==> src/rtl/muldiv_pkg.sv <==
package muldiv_pkg;
   typedef enum logic [2:0] {
      MD_MULT  = 3'd0,
      MD_MADD  = 3'd1,
      MD_MSUB  = 3'd2,
      MD_DIV   = 3'd3,
      MD_MULLO = 3'd4,
      MD_MFHI  = 3'd5,
      MD_MFLO  = 3'd6,
      MD_NONE  = 3'd7
   } md_op_e;

   function automatic logic is_mul_op(md_op_e o);
      return (o == MD_MULT) || (o == MD_MADD) || (o == MD_MSUB) || (o == MD_MULLO);
   endfunction
endpackage

==> src/rtl/muldiv_mul.sv <==
module muldiv_mul #(
   parameter int XLEN      = 32,
   parameter bit ITERATIVE = 1'b1
) (
   input  logic              clk,
   input  logic              rst_n,
   input  logic              load,
   input  logic              step,
   input  logic [XLEN-1:0]   a,
   input  logic [XLEN-1:0]   b,
   input  logic              sgn,
   output logic [2*XLEN-1:0] prod
);
   localparam int W2 = 2 * XLEN;

   logic            neg_in;
   logic [XLEN-1:0] mag_a, mag_b;
   logic            neg_q;
   logic [W2-1:0]   mag_prod;

   // magnitudes: signed operands are folded to unsigned, sign restored at the end
   assign neg_in = sgn & (a[XLEN-1] ^ b[XLEN-1]);
   assign mag_a  = (sgn && a[XLEN-1]) ? (~a + 1'b1) : a;
   assign mag_b  = (sgn && b[XLEN-1]) ? (~b + 1'b1) : b;

   always_ff @(posedge clk) begin
      if (!rst_n)    neg_q <= 1'b0;
      else if (load) neg_q <= neg_in;
   end

   generate
      if (ITERATIVE) begin : g_iter
         logic [W2-1:0]   acc_q, mcand_q;
         logic [XLEN-1:0] mplier_q;
         always_ff @(posedge clk) begin
            if (!rst_n) begin
               acc_q    <= '0;
               mcand_q  <= '0;
               mplier_q <= '0;
            end else if (load) begin
               acc_q    <= '0;
               mcand_q  <= {{XLEN{1'b0}}, mag_a};
               mplier_q <= mag_b;
            end else if (step) begin
               if (mplier_q[0]) acc_q <= acc_q + mcand_q;
               mcand_q  <= mcand_q << 1;
               mplier_q <= mplier_q >> 1;
            end
         end
         assign mag_prod = acc_q;
      end else begin : g_flat
         logic [W2-1:0] full_q;
         always_ff @(posedge clk) begin
            if (!rst_n)    full_q <= '0;
            else if (load) full_q <= {{XLEN{1'b0}}, mag_a} * {{XLEN{1'b0}}, mag_b};
         end
         assign mag_prod = full_q;
      end
   endgenerate

   assign prod = neg_q ? (~mag_prod + 1'b1) : mag_prod;
endmodule

==> src/rtl/muldiv_div.sv <==
module muldiv_div #(
   parameter int XLEN = 32
) (
   input  logic            clk,
   input  logic            rst_n,
   input  logic            load,
   input  logic            step,
   input  logic [XLEN-1:0] a,
   input  logic [XLEN-1:0] b,
   input  logic            sgn,
   output logic [XLEN-1:0] quo,
   output logic [XLEN-1:0] rem
);
   logic [XLEN-1:0] mag_a, mag_b;
   logic [XLEN-1:0] rem_q, quo_q, den_q, raw_a_q;
   logic            negq_q, negr_q, zero_q;
   logic [XLEN:0]   shifted, diff;

   assign mag_a = (sgn && a[XLEN-1]) ? (~a + 1'b1) : a;
   assign mag_b = (sgn && b[XLEN-1]) ? (~b + 1'b1) : b;

   // one restoring step: bring in next dividend bit, try subtracting divisor
   assign shifted = {rem_q, quo_q[XLEN-1]};
   assign diff    = shifted - {1'b0, den_q};

   always_ff @(posedge clk) begin
      if (!rst_n) begin
         rem_q   <= '0;
         quo_q   <= '0;
         den_q   <= '0;
         raw_a_q <= '0;
         negq_q  <= 1'b0;
         negr_q  <= 1'b0;
         zero_q  <= 1'b0;
      end else if (load) begin
         rem_q   <= '0;
         quo_q   <= mag_a;
         den_q   <= mag_b;
         raw_a_q <= a;
         negq_q  <= sgn & (a[XLEN-1] ^ b[XLEN-1]);
         negr_q  <= sgn & a[XLEN-1];
         zero_q  <= (b == '0);
      end else if (step) begin
         if (!diff[XLEN]) begin
            rem_q <= diff[XLEN-1:0];
            quo_q <= {quo_q[XLEN-2:0], 1'b1};
         end else begin
            rem_q <= shifted[XLEN-1:0];
            quo_q <= {quo_q[XLEN-2:0], 1'b0};
         end
      end
   end

   always_comb begin
      if (zero_q) begin
         quo = '1;
         rem = raw_a_q;
      end else begin
         quo = negq_q ? (~quo_q + 1'b1) : quo_q;
         rem = negr_q ? (~rem_q + 1'b1) : rem_q;
      end
   end
endmodule

==> src/rtl/muldiv_hilo.sv <==
module muldiv_hilo
   import muldiv_pkg::*;
#(
   parameter int XLEN          = 32,
   parameter bit MUL_ITERATIVE = 1'b1
) (
   input  logic            clk,
   input  logic            rst_n,
   input  logic            start,
   input  logic [2:0]      op,
   input  logic            is_signed,
   input  logic [XLEN-1:0] a,
   input  logic [XLEN-1:0] b,
   output logic [XLEN-1:0] result,
   output logic            busy,
   output logic            done
);
   localparam int W2      = 2 * XLEN;
   localparam int MUL_LAT = MUL_ITERATIVE ? XLEN + 1 : 2;
   localparam int DIV_LAT = XLEN + 1;
   localparam int MAX_LAT = (MUL_LAT > DIV_LAT) ? MUL_LAT : DIV_LAT;
   localparam int CW      = $clog2(MAX_LAT + 1);

   generate
      if (XLEN < 4 || (XLEN % 2) != 0) begin : g_bad_xlen
         $error("muldiv_hilo: XLEN must be even and at least 4");
      end
   endgenerate

   md_op_e          op_in, op_q;
   logic            busy_q, done_q;
   logic [CW-1:0]   cnt_q, lat_in;
   logic [XLEN-1:0] hi_q, lo_q, result_q;
   logic            accept, finish, step;
   logic [W2-1:0]   prod, acc_sum, acc_diff;
   logic [XLEN-1:0] quo, rem;

   assign op_in  = md_op_e'(op);
   assign accept = start && !busy_q && (op_in != MD_NONE);
   assign finish = busy_q && (cnt_q == CW'(1));
   assign step   = busy_q && (cnt_q != CW'(1));

   always_comb begin
      if (op_in == MD_DIV)      lat_in = CW'(DIV_LAT);
      else if (is_mul_op(op_in)) lat_in = CW'(MUL_LAT);
      else                       lat_in = CW'(1);
   end

   muldiv_mul #(.XLEN(XLEN), .ITERATIVE(MUL_ITERATIVE)) u_mul (
      .clk  (clk),
      .rst_n(rst_n),
      .load (accept && is_mul_op(op_in)),
      .step (step),
      .a    (a),
      .b    (b),
      .sgn  (is_signed),
      .prod (prod)
   );

   muldiv_div #(.XLEN(XLEN)) u_div (
      .clk  (clk),
      .rst_n(rst_n),
      .load (accept && (op_in == MD_DIV)),
      .step (step),
      .a    (a),
      .b    (b),
      .sgn  (is_signed),
      .quo  (quo),
      .rem  (rem)
   );

   assign acc_sum  = {hi_q, lo_q} + prod;
   assign acc_diff = {hi_q, lo_q} - prod;

   always_ff @(posedge clk) begin
      if (!rst_n) begin
         busy_q   <= 1'b0;
         done_q   <= 1'b0;
         cnt_q    <= '0;
         op_q     <= MD_NONE;
         hi_q     <= '0;
         lo_q     <= '0;
         result_q <= '0;
      end else begin
         done_q <= 1'b0;
         if (accept) begin
            busy_q <= 1'b1;
            cnt_q  <= lat_in;
            op_q   <= op_in;
         end else if (finish) begin
            busy_q <= 1'b0;
            done_q <= 1'b1;
            cnt_q  <= '0;
            unique case (op_q)
               MD_MULT:  {hi_q, lo_q} <= prod;
               MD_MADD:  {hi_q, lo_q} <= acc_sum;
               MD_MSUB:  {hi_q, lo_q} <= acc_diff;
               MD_DIV:   begin
                  hi_q <= rem;
                  lo_q <= quo;
               end
               MD_MULLO: result_q <= prod[XLEN-1:0];
               MD_MFHI:  result_q <= hi_q;
               MD_MFLO:  result_q <= lo_q;
               default:  ;
            endcase
         end else if (step) begin
            cnt_q <= cnt_q - 1'b1;
         end
      end
   end

   assign result = result_q;
   assign busy   = busy_q;
   assign done   = done_q;
endmodule

==> config.mk <==
export PLATFORM = sky130hd
export DESIGN_NAME = muldiv_hilo
export DESIGN_NICKNAME = d
export VERILOG_FILES = /design/src/rtl/muldiv_pkg.sv /design/src/rtl/muldiv_mul.sv /design/src/rtl/muldiv_div.sv /design/src/rtl/muldiv_hilo.sv
export SDC_FILE = /design/constraint.sdc
export NUM_CORES = 2
export LEC_CHECK = 0
export CORE_MARGIN = 2
export CORE_UTILIZATION = 50
export CTS_CLUSTER_DIAMETER = 30
export CTS_CLUSTER_SIZE = 8
export DETAILED_ROUTE_END_ITERATION = 7
export DONT_BUFFER_PORTS = 1
export PLACE_DENSITY = 0.66
export SLEW_MARGIN = 20
export SYNTH_ARGS = -nofsm -noshare
export SYNTH_HDL_FRONTEND = slang
export SYNTH_SLANG_ARGS = --single-unit
==> constraint.sdc <==
create_clock -name clk -period 9.55 [get_ports clk]
set_input_delay 1.91 -clock clk [delete_from_list [all_inputs] [get_ports clk]]
set_output_delay 1.91 -clock clk [all_outputs]
set_load 0.05 [all_outputs]
==> summary.md <==
| Metric | Value |
|---|---|
| Startpoint types | `flop` |
| Hold crit path type | `reg -> reg` |
| Outcome | `completed` |
| Part of the Yosys area used for sequential elements | `a little under a quarter` |
| Areal power density over the cells | `227 mW/mm2` |
| Standard cell area after detailed placement | `0.0340 mm2` |
| Sequential share of power | `between 20% and 30%` |
| End of the worst hold path | `u_div.raw_a_q[26]` |
| Cell count of the worst reg-to-reg path | `20` |
| Clock tree from TritonCTS | `done` |
| Required time at the endpoint of the critical path | `~10 ns` |
| Mean post-synth cell area | `7.13 um2` |
| Post-route minimum period | `7.17 ns` |
| Worst Min Path Start | `u_div.raw_a_q[26]` |
| Clock slew at reported path FFs | `0.05 ns` |
| Per-cell via count in the routed design | `between 6 and 7` |
| Maximum ir drop on the vdd rail | `around 0.38 mV` |
| Clk sink count | `between 300 and 400` |
| Pin count of the biggest net entering global routing | `77` |
| Clock latency at the later pin of the worst-skew pair | `between 0.6 and 0.7 ns` |
| # nets final | `4856` |
| Routed wirelength normalized by instance count | `~24 um` |
| Number of DRC violations after detailed routing | `0` |
| Net switching component of the power | `between 3 and 4 mW` |
| RD Place Congestion | `~1.1` |
| Combinational cell fraction of total power | `33.3%` |
| Switching share of power | `36.1%` |
| Total Neg Setup Slack | `0 ns` |
| Cts bufs inserted | `about 100` |
| DP Wirelength | `approximately 100 mm` |
| Master cell of the clock root buffer | `sky130_fd_sc_hd__clkbuf_16` |
| Placed cells | `between 5000 and 6000` |
| Number of instances in the synthesized netlist | `~4700` |
| Clock H-tree levels | `3` |
| Maximum fanout along the worst path | `16` |
| Total routing usage reported by global routing | `37.2%` |
| Worst setup path category | `reg -> reg` |
| Share of final-layout standard cells stronger than drive strength 1 | `around 6.7%` |
| Antenna viol nets, final | `0` |
| Cell types occupying the most area after synthesis | `sky130_fd_sc_hd__dfxtp_1 (24%), sky130_fd_sc_hd__a21oi_1 (8.4%), sky130_fd_sc_hd__ha_1 (8.2%), sky130_fd_sc_hd__nand2_1 (7.3%), sky130_fd_sc_hd__o21ai_0 (5.4%)` |
| I/O Pins | `about 110` |
| RSZ-0062 raised after global routing | `false` |
| Number of hold-repair buffers added at the cts stage | `0` |
| Max-slew violation count | `0` |
| Number of detailed-routing iterations run before antenna repair | `6` |
| Final Hold Viols | `0` |
| Vertical extent of the die | `between 200 and 300 um` |
| Fraction of the cycle the final worst path needs | `between 70% and 80%` |
| CORE AREA | `between 0.06 and 0.07 mm2` |
| Source of the worst register-to-register timing path | `u_mul.g_iter.acc_q[4]` |
| Initial antenna violation count | `4` |
| Buffer count from post-CTS setup fixing | `0` |
| Count of fill cells added during filler insertion | `around 6300` |
| Register bit total from synthesis | `roughly 400` |
| Number of inserted diodes | `0` |
| Footprint of the multi-input gates | `~0.024 mm2` |
| Buffers on Ports | `0` |
| Starting DRC count in detailed routing | `4488` |
| Internal power | `5.48 mW` |
| Vias in the first global route | `33582` |
| Overall overflow remaining after global route | `0` |
| Syn_nets | `between 5000 and 6000` |
| Capture point of the worst reg-to-reg path | `hi_q[31]` |
| Reg2reg setup slack | `approximately 2.4 ns` |
| Wire length of the first global-routing pass | `roughly 200 mm` |
| Minimum hold slack | `0.453 ns` |
| Cell types with the highest counts after synthesis | `sky130_fd_sc_hd__nand2_1 (651), sky130_fd_sc_hd__a21oi_1 (561), sky130_fd_sc_hd__dfxtp_1 (399), sky130_fd_sc_hd__nor2_1 (389), sky130_fd_sc_hd__o21ai_0 (359)` |
| Area share of the largest cell type after synthesis | `approximately a quarter` |
| Final standard cell area without fillers | `~0.038 mm2` |
| Hold path cells | `2` |
| Post-cts sizing count | `0` |
| Area growth from synthesis to layout | `12.7%` |
| Dominant synthesized flop cell | `sky130_fd_sc_hd__dfxtp_1` |
| GRT met1 Usage | `between 40 and 50%` |
| Grt met2 use | `a little under three fifths` |
| Yosys warning count | `0` |
| Cell variety after synth | `96` |
| Arrival time reported for the critical path endpoint | `approximately 7.7 ns` |
| Worst clock skew on the final layout | `slightly below 0.06 ns` |
| Max-cap violations | `0` |
| Initial cell density of the core | `slightly above 50%` |
| Fraction of met3 tracks used by global routing | `under 10%` |
| CP Capture Type | `flop` |
| Leak pwr | `between 10 and 15 nW` |
| Most Used Layer, Global Route | `met2` |
| Area of the mapped netlist | `about 0.034 mm2` |
| Detailed-route via count | `about 36000` |
| Die X-Extent | `between 200 and 300 um` |
| Number of failing setup endpoints in the final timing report | `0` |
| Non-filler instance count after layout | `roughly 5500` |
| Cell with the most instances after synthesis | `sky130_fd_sc_hd__nand2_1` |
| Die area | `approximately 0.07 mm2` |
| Number of cell rows | `between 90 and 100` |
| Dominant cell type by area after synthesis | `sky130_fd_sc_hd__dfxtp_1` |
| Maximum root-to-sink buffer count | `3` |
| Worst rel slew slack | `between 20% and 30%` |
| Registers with the most flip-flops | `u_mul.g_iter.acc_q: 64 flops, u_mul.g_iter.mcand_q: 64 flops` |
| Proportion of power drawn by the clock network | `44.3%` |
| Total Wirelength | `133 mm` |
| Share of flip-flops with an asynchronous set or reset after synthesis | `0%` |
| Max Clock Freq | `139 MHz` |
| Area occupied by registers | `about 0.0080 mm2` |
| Tightest Pin Transition | `around 1.2 ns` |
| Number of enable-type register cells in the synthesized netlist | `0` |
==> layout by cell type (no fill, tap or decap), types with 17 or more instances in the layout <==
| cell | synthesis | layout |
|---|---|---|
| sky130_fd_sc_hd__nand3_1 | 93 | 91 |
| sky130_fd_sc_hd__ha_1 | 220 | 220 |
| sky130_fd_sc_hd__nor3_1 | 87 | 84 |
| sky130_fd_sc_hd__a221o_1 | 20 | 20 |
| sky130_fd_sc_hd__a221oi_1 | 39 | 39 |
| sky130_fd_sc_hd__a21o_1 | 64 | 64 |
| sky130_fd_sc_hd__o41ai_1 | 28 | 28 |
| sky130_fd_sc_hd__a21oi_1 | 561 | 560 |
| sky130_fd_sc_hd__nor2_1 | 389 | 382 |
| sky130_fd_sc_hd__o21bai_1 | 46 | 46 |
| sky130_fd_sc_hd__nor4_1 | 51 | 51 |
| sky130_fd_sc_hd__a31oi_1 | 52 | 52 |
| sky130_fd_sc_hd__o221ai_1 | 54 | 54 |
| sky130_fd_sc_hd__or3_1 | 42 | 41 |
| sky130_fd_sc_hd__a22oi_1 | 87 | 87 |
| sky130_fd_sc_hd__bufinv_16 | 0 | 19 |
| sky130_fd_sc_hd__nor2b_1 | 25 | 25 |
| sky130_fd_sc_hd__clkbuf_16 | 0 | 104 |
| sky130_fd_sc_hd__dfxtp_1 | 399 | 395 |
| sky130_fd_sc_hd__a211oi_1 | 71 | 71 |
| sky130_fd_sc_hd__clkinv_2 | 0 | 17 |
| sky130_fd_sc_hd__xnor2_1 | 158 | 158 |
| sky130_fd_sc_hd__o22ai_1 | 37 | 37 |
| sky130_fd_sc_hd__and2_1 | 20 | 19 |
| sky130_fd_sc_hd__o21ai_0 | 359 | 359 |
| sky130_fd_sc_hd__o211ai_1 | 44 | 44 |
| sky130_fd_sc_hd__mux2i_1 | 25 | 25 |
| sky130_fd_sc_hd__and3_1 | 21 | 20 |
| sky130_fd_sc_hd__xor2_1 | 128 | 127 |
| sky130_fd_sc_hd__clkbuf_8 | 0 | 19 |
| sky130_fd_sc_hd__nand2b_1 | 32 | 32 |
| sky130_fd_sc_hd__buf_4 | 0 | 52 |
| sky130_fd_sc_hd__or4_1 | 25 | 25 |
| sky130_fd_sc_hd__nand4_1 | 48 | 48 |
| sky130_fd_sc_hd__o31ai_1 | 65 | 65 |
| sky130_fd_sc_hd__o21a_1 | 38 | 38 |
| sky130_fd_sc_hd__nand2_1 | 651 | 648 |
| sky130_fd_sc_hd__inv_1 | 199 | 198 |
==> through the flow <==
stage,total power [mW],utilization [%],setup WS [ns]
global placement,4.71,51.4,2.69
finish,8.58,57.2,2.38
CTS,8.55,57.2,2.63
floorplan,4.02,-,4.14
detailed placement,4.73,51.4,2.67
global route,8.99,57.2,2.05
==> critical path, cell delays in order, from the launching register on <==
cell and delay, ns:
sky130_fd_sc_hd__dfxtp_1 0.37, sky130_fd_sc_hd__or4_4 0.67, sky130_fd_sc_hd__or4_1 0.83, sky130_fd_sc_hd__nor3_1 0.86
sky130_fd_sc_hd__nand4_1 0.43, sky130_fd_sc_hd__o21ai_0 0.32, sky130_fd_sc_hd__xor2_1 0.25, sky130_fd_sc_hd__inv_1 0.08
sky130_fd_sc_hd__ha_1 0.48, sky130_fd_sc_hd__a21o_1 0.16, sky130_fd_sc_hd__a21oi_1 0.06, sky130_fd_sc_hd__nor2_1 0.20
sky130_fd_sc_hd__nor4_1 0.08, sky130_fd_sc_hd__o41ai_1 0.51, sky130_fd_sc_hd__a21oi_1 0.18, sky130_fd_sc_hd__a211oi_1 0.53
sky130_fd_sc_hd__a211o_1 0.32, sky130_fd_sc_hd__a221o_1 0.21, sky130_fd_sc_hd__nand4_1 0.09, sky130_fd_sc_hd__nor3b_1 0.18
sky130_fd_sc_hd__a221oi_1 0.23
==> layout make-up <==
| class | instances | share of cell area [%] |
|---|---|---|
| clock inverters | 57 | 2.46 |
| clock buffers | 136 | 7.70 |
| repair buffers | 52 | 1.03 |
| multi-input cells | 3804 | 62.8 |
| flip-flops and latches | 399 | 21.1 |
| well taps | 864 | 2.86 |
| inverters | 201 | 2.01 |
==> power by group through the flow <==
stage	clock network, mW	logic (mW)	registers (mW)
after floorplan	0	2.12	1.89
after global placement	0	2.77	1.95
after detailed placement	0	2.78	1.95
after CTS	3.82	2.81	1.92
after global routing	3.91	3.15	1.93
final	3.80	2.85	1.92
==> worst max-delay path by stage <==
| stage | from | to | slack [ns] | cells past startpoint |
|---|---|---|---|---|
| 3_5_place_dp | u_mul.g_iter.acc_q[4] | hi_q[31] | 2.67 | 20 |
| 4_1_cts | u_mul.g_iter.acc_q[4] | hi_q[31] | 2.63 | 20 |
| 3_3_place_gp | u_mul.g_iter.acc_q[4] | hi_q[31] | 2.69 | 20 |
| 6_report | u_mul.g_iter.acc_q[4] | hi_q[31] | 2.38 | 20 |
| 2_1_floorplan | u_mul.g_iter.acc_q[10] | hi_q[31] | 4.14 | 22 |
| 5_1_grt | u_mul.g_iter.acc_q[4] | hi_q[31] | 2.05 | 19 |
==> kinds of logic (layout without fill, tap and decap cells) <==
logic type,count (synthesis),count (layout),share of synthesized area [%]
AO/OA/AOI/OAI,1730,1730,33.1
XOR/XNOR,288,288,7.56
multiplexers,29,29,0.880
AND/OR/NAND/NOR,1533,1533,20.5
adder cells (fa/ha/maj),224,224,8.44
buffers and inverters,504,446,5.72
flip-flops,399,399,23.8
==> metal layers <==
metal / vias to the layer above / part of all wire [%]
li1: 16926 / -
met4: 6 / 6.2
met3: 386 / 11
met1: 17043 / 41
met2: 1941 / 42
met5: - / 0.030
(Power assumes the default switching activity.)
